### config.mk
export PLATFORM = sky130hd
export DESIGN_NAME = pipe5_core
export DESIGN_NICKNAME = d
export VERILOG_FILES = /design/src/rtl/pipe5_pkg.sv /design/src/rtl/pipe5_ctrl.sv /design/src/rtl/pipe5_regfile.sv /design/src/rtl/pipe5_datapath.sv /design/src/rtl/pipe5_core.sv
export SDC_FILE = /design/constraint.sdc
export NUM_CORES = 2
export LEC_CHECK = 0
export ABC_AREA = 1
export BUFFER_PORTS_ARGS = -buffer_cell sky130_fd_sc_hd__buf_2
export CORE_MARGIN = 3
export CORE_UTILIZATION = 25
export DETAILED_ROUTE_END_ITERATION = 6
export GPL_TIMING_DRIVEN = 0
export SYNTH_ARGS = -nofsm -noshare
export SYNTH_HDL_FRONTEND = slang
export SYNTH_SLANG_ARGS = --single-unit
### constraint.sdc
create_clock -name clk -period 3.5 [get_ports clk]
set_input_delay 0.7 -clock clk [delete_from_list [all_inputs] [get_ports clk]]
set_output_delay 0.7 -clock clk [all_outputs]
set_load 0.03 [all_outputs]
### src/rtl/pipe5_pkg.sv
package pipe5_pkg;
  localparam int INSTR_W  = 32;
  localparam int REG_AW   = 5;
  localparam int NUM_REGS = 1 << REG_AW;

  typedef enum logic [5:0] {
    OP_NOP   = 6'd0,
    OP_REG   = 6'd1,
    OP_ADDI  = 6'd2,
    OP_LOAD  = 6'd3,
    OP_STORE = 6'd4,
    OP_BEQ   = 6'd5
  } opcodeT;

  typedef enum logic [2:0] {
    ALU_ADD = 3'd0,
    ALU_SUB = 3'd1,
    ALU_AND = 3'd2,
    ALU_OR  = 3'd3,
    ALU_XOR = 3'd4,
    ALU_SLT = 3'd5,
    ALU_SLL = 3'd6,
    ALU_SRL = 3'd7
  } aluOpT;

  // strobes consumed after execute
  typedef struct packed {
    logic regWrite;
    logic memRead;
    logic memWrite;
    logic branch;
    logic loadToReg;
  } lateCtrlT;

  // full decode result handed from control to datapath
  typedef struct packed {
    lateCtrlT late;
    logic     immOperand;
    logic     rdIsSource;
    aluOpT    aluOp;
  } ctrlT;
endpackage

### src/rtl/pipe5_ctrl.sv
module pipe5_ctrl
  import pipe5_pkg::*;
(
  input  logic [5:0] opcode,
  input  logic [2:0] funct,
  input  logic       memBranch,
  input  logic       memEqual,
  output ctrlT       decCtrl,
  output logic       redirect
);
  always_comb begin
    decCtrl = ctrlT'(0);
    case (opcodeT'(opcode))
      OP_REG: begin
        decCtrl.late.regWrite = 1'b1;
        decCtrl.aluOp         = aluOpT'(funct);
      end
      OP_ADDI: begin
        decCtrl.late.regWrite = 1'b1;
        decCtrl.immOperand    = 1'b1;
      end
      OP_LOAD: begin
        decCtrl.late.regWrite  = 1'b1;
        decCtrl.late.memRead   = 1'b1;
        decCtrl.late.loadToReg = 1'b1;
        decCtrl.immOperand     = 1'b1;
      end
      OP_STORE: begin
        decCtrl.late.memWrite = 1'b1;
        decCtrl.immOperand    = 1'b1;
        decCtrl.rdIsSource    = 1'b1;
      end
      OP_BEQ: begin
        decCtrl.late.branch = 1'b1;
        decCtrl.rdIsSource  = 1'b1;
        decCtrl.aluOp       = ALU_SUB;
      end
      default: decCtrl = ctrlT'(0);
    endcase
  end

  // branch outcome is known once the branch sits in the memory stage
  assign redirect = memBranch & memEqual;
endmodule

### src/rtl/pipe5_regfile.sv
module pipe5_regfile
  import pipe5_pkg::*;
#(
  parameter int XLEN = 32
) (
  input  logic                        clk,
  input  logic                        rst,
  input  logic [1:0][REG_AW-1:0]      rdAddr,
  output logic [1:0][XLEN-1:0]        rdData,
  input  logic                        wrEn,
  input  logic [REG_AW-1:0]           wrAddr,
  input  logic [XLEN-1:0]             wrData
);
  localparam int NUM_RD = 2;

  logic [XLEN-1:0] regs [NUM_REGS];
  logic            wrLive;

  assign wrLive = wrEn && (wrAddr != '0);

  always_ff @(posedge clk) begin
    if (rst) begin
      for (int i = 0; i < NUM_REGS; i++) regs[i] <= '0;
    end else if (wrLive) begin
      regs[wrAddr] <= wrData;
    end
  end

  // write lands in the first half of the cycle: same-cycle readers see it
  for (genvar p = 0; p < NUM_RD; p++) begin : gRead
    always_comb begin
      if (rdAddr[p] == '0)                  rdData[p] = '0;
      else if (wrLive && wrAddr == rdAddr[p]) rdData[p] = wrData;
      else                                  rdData[p] = regs[rdAddr[p]];
    end

    a_r9_zero_reads: assert property (@(posedge clk) disable iff (rst)
      (rdAddr[p] == '0) |-> (rdData[p] == '0));
  end

  a_r8_write_lands: assert property (@(posedge clk) disable iff (rst)
    (wrEn && wrAddr != '0) |=> (regs[$past(wrAddr)] == $past(wrData)));
endmodule

### src/rtl/pipe5_datapath.sv
module pipe5_datapath
  import pipe5_pkg::*;
#(
  parameter int XLEN    = 32,
  parameter int PC_STEP = 4
) (
  input  logic               clk,
  input  logic               rst,
  output logic [XLEN-1:0]    imemAddr,
  input  logic [INSTR_W-1:0] imemData,
  output logic [XLEN-1:0]    dmemAddr,
  output logic [XLEN-1:0]    dmemWData,
  output logic               dmemWe,
  output logic               dmemRe,
  input  logic [XLEN-1:0]    dmemRData,
  output logic [5:0]         decOpcode,
  output logic [2:0]         decFunct,
  input  ctrlT               decCtrl,
  input  logic               redirect,
  output logic               memBranch,
  output logic               memEqual
);
  localparam int SHW = $clog2(XLEN);

  typedef struct packed {
    logic               valid;
    logic [INSTR_W-1:0] instr;
    logic [XLEN-1:0]    npc;
  } ifIdT;

  typedef struct packed {
    logic              valid;
    lateCtrlT          late;
    logic              immOperand;
    aluOpT             aluOp;
    logic [XLEN-1:0]   opA;
    logic [XLEN-1:0]   opB;
    logic [XLEN-1:0]   imm;
    logic [XLEN-1:0]   npc;
    logic [REG_AW-1:0] rd;
  } idExT;

  typedef struct packed {
    logic              valid;
    lateCtrlT          late;
    logic [XLEN-1:0]   result;
    logic [XLEN-1:0]   storeData;
    logic [XLEN-1:0]   target;
    logic              equal;
    logic [REG_AW-1:0] rd;
  } exMemT;

  typedef struct packed {
    logic              valid;
    logic              regWrite;
    logic              loadToReg;
    logic [XLEN-1:0]   result;
    logic [XLEN-1:0]   loadData;
    logic [REG_AW-1:0] rd;
  } memWbT;

  ifIdT  ifId;
  idExT  idEx;
  exMemT exMem;
  memWbT memWb;

  // ---------------- fetch ----------------
  logic [XLEN-1:0] pc, seqPc, pcNext;

  assign seqPc    = pc + XLEN'(PC_STEP);
  assign pcNext   = redirect ? exMem.target : seqPc;
  assign imemAddr = pc;

  always_ff @(posedge clk) begin
    if (rst) pc <= '0;
    else     pc <= pcNext;
  end

  always_ff @(posedge clk) begin
    if (rst || redirect) begin
      ifId <= '0;
    end else begin
      ifId.valid <= 1'b1;
      ifId.instr <= imemData;
      ifId.npc   <= seqPc;
    end
  end

  a_r2_seq_fetch: assert property (@(posedge clk) disable iff (rst)
    !redirect |=> (pc == $past(pc) + XLEN'(PC_STEP)));

  // ---------------- decode ----------------
  logic [INSTR_W-1:0]       decInstr;
  logic [1:0][REG_AW-1:0]   rfRdAddr;
  logic [1:0][XLEN-1:0]     rfRdData;
  logic [XLEN-1:0]          immExt;
  logic [XLEN-1:0]          wbData;
  logic                     wbEn;

  assign decInstr    = ifId.valid ? ifId.instr : '0;
  assign decOpcode   = decInstr[31:26];
  assign decFunct    = decInstr[2:0];
  assign rfRdAddr[0] = decInstr[20:16];
  assign rfRdAddr[1] = decCtrl.rdIsSource ? decInstr[25:21] : decInstr[15:11];
  assign immExt      = {{(XLEN-16){decInstr[15]}}, decInstr[15:0]};

  pipe5_regfile #(.XLEN(XLEN)) regfile_i (
    .clk    (clk),
    .rst    (rst),
    .rdAddr (rfRdAddr),
    .rdData (rfRdData),
    .wrEn   (wbEn),
    .wrAddr (memWb.rd),
    .wrData (wbData)
  );

  always_ff @(posedge clk) begin
    if (rst || redirect) begin
      idEx <= '0;
    end else begin
      idEx.valid      <= ifId.valid;
      idEx.late       <= decCtrl.late;
      idEx.immOperand <= decCtrl.immOperand;
      idEx.aluOp      <= decCtrl.aluOp;
      idEx.opA        <= rfRdData[0];
      idEx.opB        <= rfRdData[1];
      idEx.imm        <= immExt;
      idEx.npc        <= ifId.npc;
      idEx.rd         <= decInstr[25:21];
    end
  end

  // ---------------- execute ----------------
  logic [XLEN-1:0] aluA, aluB, aluOut;

  assign aluA = idEx.opA;
  assign aluB = idEx.immOperand ? idEx.imm : idEx.opB;

  always_comb begin
    case (idEx.aluOp)
      ALU_ADD: aluOut = aluA + aluB;
      ALU_SUB: aluOut = aluA - aluB;
      ALU_AND: aluOut = aluA & aluB;
      ALU_OR:  aluOut = aluA | aluB;
      ALU_XOR: aluOut = aluA ^ aluB;
      ALU_SLT: aluOut = {{(XLEN-1){1'b0}}, ($signed(aluA) < $signed(aluB))};
      ALU_SLL: aluOut = aluA << aluB[SHW-1:0];
      ALU_SRL: aluOut = aluA >> aluB[SHW-1:0];
      default: aluOut = '0;
    endcase
  end

  always_ff @(posedge clk) begin
    if (rst || redirect) begin
      exMem <= '0;
    end else begin
      exMem.valid     <= idEx.valid;
      exMem.late      <= idEx.late;
      exMem.result    <= aluOut;
      exMem.storeData <= idEx.opB;
      exMem.target    <= idEx.npc + idEx.imm;
      exMem.equal     <= (idEx.opA == idEx.opB);
      exMem.rd        <= idEx.rd;
    end
  end

  // ---------------- memory ----------------
  assign dmemAddr  = exMem.result;
  assign dmemWData = exMem.storeData;
  assign dmemWe    = exMem.valid & exMem.late.memWrite;
  assign dmemRe    = exMem.valid & exMem.late.memRead;
  assign memBranch = exMem.valid & exMem.late.branch;
  assign memEqual  = exMem.equal;

  always_ff @(posedge clk) begin
    if (rst) begin
      memWb <= '0;
    end else begin
      memWb.valid     <= exMem.valid;
      memWb.regWrite  <= exMem.late.regWrite;
      memWb.loadToReg <= exMem.late.loadToReg;
      memWb.result    <= exMem.result;
      memWb.loadData  <= dmemRData;
      memWb.rd        <= exMem.rd;
    end
  end

  a_r6_r7_one_access: assert property (@(posedge clk) disable iff (rst)
    !(dmemWe && dmemRe));

  a_r10_flush_bubbles: assert property (@(posedge clk) disable iff (rst)
    redirect |=> (!ifId.valid && !idEx.valid && !exMem.valid));

  a_r10_redirect_target: assert property (@(posedge clk) disable iff (rst)
    redirect |=> (pc == $past(exMem.target)));

  // ---------------- write-back ----------------
  assign wbEn   = memWb.valid & memWb.regWrite;
  assign wbData = memWb.loadToReg ? memWb.loadData : memWb.result;
endmodule

### src/rtl/pipe5_core.sv
module pipe5_core
  import pipe5_pkg::*;
#(
  parameter int XLEN = 32
) (
  input  logic               clk,
  input  logic               rst,
  output logic [XLEN-1:0]    imemAddr,
  input  logic [INSTR_W-1:0] imemData,
  output logic [XLEN-1:0]    dmemAddr,
  output logic [XLEN-1:0]    dmemWData,
  output logic               dmemWe,
  output logic               dmemRe,
  input  logic [XLEN-1:0]    dmemRData
);
  logic [5:0] decOpcode;
  logic [2:0] decFunct;
  ctrlT       decCtrl;
  logic       redirect;
  logic       memBranch;
  logic       memEqual;

  pipe5_ctrl ctrl_i (
    .opcode    (decOpcode),
    .funct     (decFunct),
    .memBranch (memBranch),
    .memEqual  (memEqual),
    .decCtrl   (decCtrl),
    .redirect  (redirect)
  );

  pipe5_datapath #(.XLEN(XLEN)) datapath_i (
    .clk       (clk),
    .rst       (rst),
    .imemAddr  (imemAddr),
    .imemData  (imemData),
    .dmemAddr  (dmemAddr),
    .dmemWData (dmemWData),
    .dmemWe    (dmemWe),
    .dmemRe    (dmemRe),
    .dmemRData (dmemRData),
    .decOpcode (decOpcode),
    .decFunct  (decFunct),
    .decCtrl   (decCtrl),
    .redirect  (redirect),
    .memBranch (memBranch),
    .memEqual  (memEqual)
  );

  a_r1_reset_quiet: assert property (@(posedge clk) disable iff (rst)
    $fell(rst) |-> (!dmemWe && !dmemRe));
endmodule

==> flow_metrics.tcl <==
set metrics [dict create \
    cts_made_buffers 174 \
    drtIter0Drc 12400 \
    grt_pass1_wl_um 646000 \
    synthArstFlopShare_pct 0 \
    utilization_pct 29.9 \
    die_width_um 580 \
    wl_met2_um 205000 \
    cts_tree "yes" \
    max-slew-margin-rel_pct 2.89 \
    crit_arrival_ps 4300 \
    rows 210 \
    dp_hpwl_um 378000 \
    hold_class "input port to register" \
    power.density_nw_per_um2 484 \
    synth.top_cell.area_share_pct 37.3 \
    clock-sinks 1426 \
    status "finished with violations" \
    avgSynthCellArea_um2 7.44 \
    coreArea_um2 328000 \
    leakage_nw 40.1 \
    synth.area.top_cells "edfxtp_1, dfxtp_1, nand2_1" \
    required_ps 4040 \
    root_buffer "clkbuf_16" \
    grt_pass1_vias 78100 \
    max-vdd-ir-drop_v 0.000359 \
    holdBufCountCts 0 \
    violations "DRC, setup timing" \
    drc 2 \
    ys_ff_latch 1426 \
    fin_crit_ps 3760 \
    start_kind "register" \
    via_per_inst 5.29 \
    vias 84800 \
    clock_path_buffers 4 \
    ys_warn_count 0 \
    synth_edf_count 1024 \
    drt-met1-wl_um 187000 \
    routed_wl_um 485000 \
    seq_area_frac_synth_pct 47.1 \
    h-tree-depth 4 \
    worstSkewPairLatency_ps 910 \
    period_share_pct 107 \
    worstMarginPinSlew_ps 1460 \
    worstPathCellList "nor3_4 > nand2_1 > nand2_1 > nor2_2 > nand2_1 > clkbuf_1 > nand2_2 > buf_12" \
    fin_nets 11700 \
    drtAntennaViolNets 0 \
    finalHoldViolCount 0 \
    synthFlopType "edfxtp_1" \
    crit_type "register to register" \
    grt_usage_pct 27.5 \
    crit_fanout 28 \
    start_util_pct 25.2 \
    dr.max_layer_used "met5" \
    syn2layout_area_growth_pct 19.0 \
    fmax_ghz 0.266 \
    grt_max_degree 33 \
    cap_violations 0 \
    drive_gt1_share_pct 12.1 \
    antenna_found_initial 55 \
    placed_area_um2 90300 \
    place.gp.congestion 1.10 \
    synth_area_um2 82400 \
    die_h_um 580 \
    fin_cells 16000 \
    synthCells 11100 \
    end_kind "register" \
    final_cell_area_um2 98100 \
    slew_violations 0 \
    ys_types 57 \
    critPathMaxStageDelay_ps 710 \
    overflow 0 \
    worst_slack_ps -260 \
    worst_path_most_repeated_cell "nand2_1" \
    port_buffers 163 \
    fin_skew_ps 88.4 \
    wire_per_inst_um 30.2 \
    setup-violations-final 439 \
    dr_wl_met3_um 55900 \
    firstDrtPassIters 7 \
    hold_slack_ps 44.0 \
    dieArea_um2 337000 \
    clkTransAtPathRegs_ps 60 \
    placed_cells 15700 \
    cp_slowest_cell "nor2_2" \
    synth_area_leader_cell "edfxtp_1" \
    rsz0062_at_grt "true" \
    pin_count 164 \
]
==> kinds of logic (layout without fill, tap and decap cells) <==
family / Yosys count / in the layout / synth area share, %
AND/OR/NAND/NOR: 5202 / 5202 / 26.5
buffers and inverters: 2362 / 2903 / 11.6
AO/OA/AOI/OAI: 1854 / 1854 / 11.7
flip-flops: 1426 / 1426 / 47.1
adder cells (fa/ha/maj): 132 / 132 / 2.03
XOR/XNOR: 63 / 63 / 0.669
multiplexers: 35 / 35 / 0.425
other: 1 / 73 / 0.00455
==> power by group <==
| part | switching, mW | total [mW] | internal, mW | leakage [nW] |
|---|---|---|---|---|
| Combinational | 7.57 | 10.0 | 2.46 | 23.6 |
| Clock | 7.96 | 18.2 | 10.3 | 2.69 |
| Sequential | 0.535 | 19.2 | 18.7 | 13.8 |
==> stage by stage <==
step / TNS [ps] / setup WS (ps) / power [mW]
2_1_floorplan: 0 / 349 / 24.0
3_3_place_gp: -3909810 / -3500 / 28.4
3_5_place_dp: -1054270 / -1880 / 28.6
4_1_cts: -2590 / -72.2 / 46.9
5_1_grt: -20720 / -203 / 48.5
6_report: -40030 / -260 / 47.5
==> state kept, by name (all words and copies together) (netlist names) <==
signal                     flops
datapath_i.imemAddr           32
datapath_i.idEx               94
datapath_i.ifId               65
datapath_i.dmemWData          32
datapath_i.dmemAddr           32
datapath_i.memWb              72
datapath_i.exMem              42
datapath_i.memEqual            1
datapath_i.aluA               32
datapath_i.regfile_i.regs   1024
==> cells in the mapped netlist, types with 18 or more instances <==
cell and number:
nand2_1 1957, nor2_1 1599, inv_1 1496, nand3_1 1402
edfxtp_1 1024, o21ai_0 870, a21oi_1 788, clkbuf_1 481
dfxtp_1 402, buf_2 224, ha_1 129, nor3_1 105
buf_4 87, or2_2 52, o21ai_1 51, buf_1 48
xor2_1 42, nand4_1 38, mux2i_1 35, o211ai_1 34
xnor2_1 21, o22ai_1 19, a21oi_2 18
==> cell type report <==
cell class,instances,area (um2)
multi-input combinational,7318,35800
sequential,1426,38800
fill,35600,230000
inverter,1510,5700
clock buffer,208,4550
clock inverter,96,926
timing repair buffer,265,2330
buffer,824,4400
antenna,41,103
tap,4346,5440
==> repair_timing <==
action | in CTS | in global routing
buffers inserted | 24 | 19
pin swaps | 17 | 18
cloned | 1 | 0
resized for setup | 446 | 248
setup endpoints to repair | 1409 | 496
==> placed cells by master (no fill, tap or decap), types with 98 or more instances in the layout <==
master,synthesis,routed
nor2_1,1599,1578
o21ai_0,870,812
ha_1,129,101
edfxtp_1,1024,1024
buf_2,224,328
nor3_1,105,98
clkbuf_16,0,176
nand3_1,1402,1372
clkbuf_2,0,101
nand2_1,1957,1872
clkbuf_1,481,357
dfxtp_1,402,398
buf_4,87,155
a21oi_1,788,724
inv_1,1496,1483
==> final timing paths <==
| kind | from | to | slack [ps] | depth (start not counted) |
|---|---|---|---|---|
| hold / removal | dmemRData[3] | datapath_i.memWb[8] | 40 | 3 |
| hold reg to reg | datapath_i.idEx[4] | datapath_i.exMem[4] | 400 | 2 |
| setup reg to reg | datapath_i.memWb[3] | datapath_i.regfile_i.regs[3][15] | -260 | 8 |
| setup / recovery | datapath_i.memWb[3] | datapath_i.regfile_i.regs[3][15] | -260 | 8 |
==> metal layers <==
| metal | GRT usage [%] | vias up |
|---|---|---|
| met5 | 0 | - |
| met4 | 18.1 | 16 |
| met2 | 41.0 | 5587 |
| met1 | 34.5 | 41100 |
| li1 | - | 36900 |
| met3 | 7.95 | 1207 |
==> critical path, delay by kind of cell (launching register included) <==
kind	cells	cell delay, ps
simple gates	6	2010
flops	1	600
buf+inv	2	740
(Power assumes the default switching activity.)
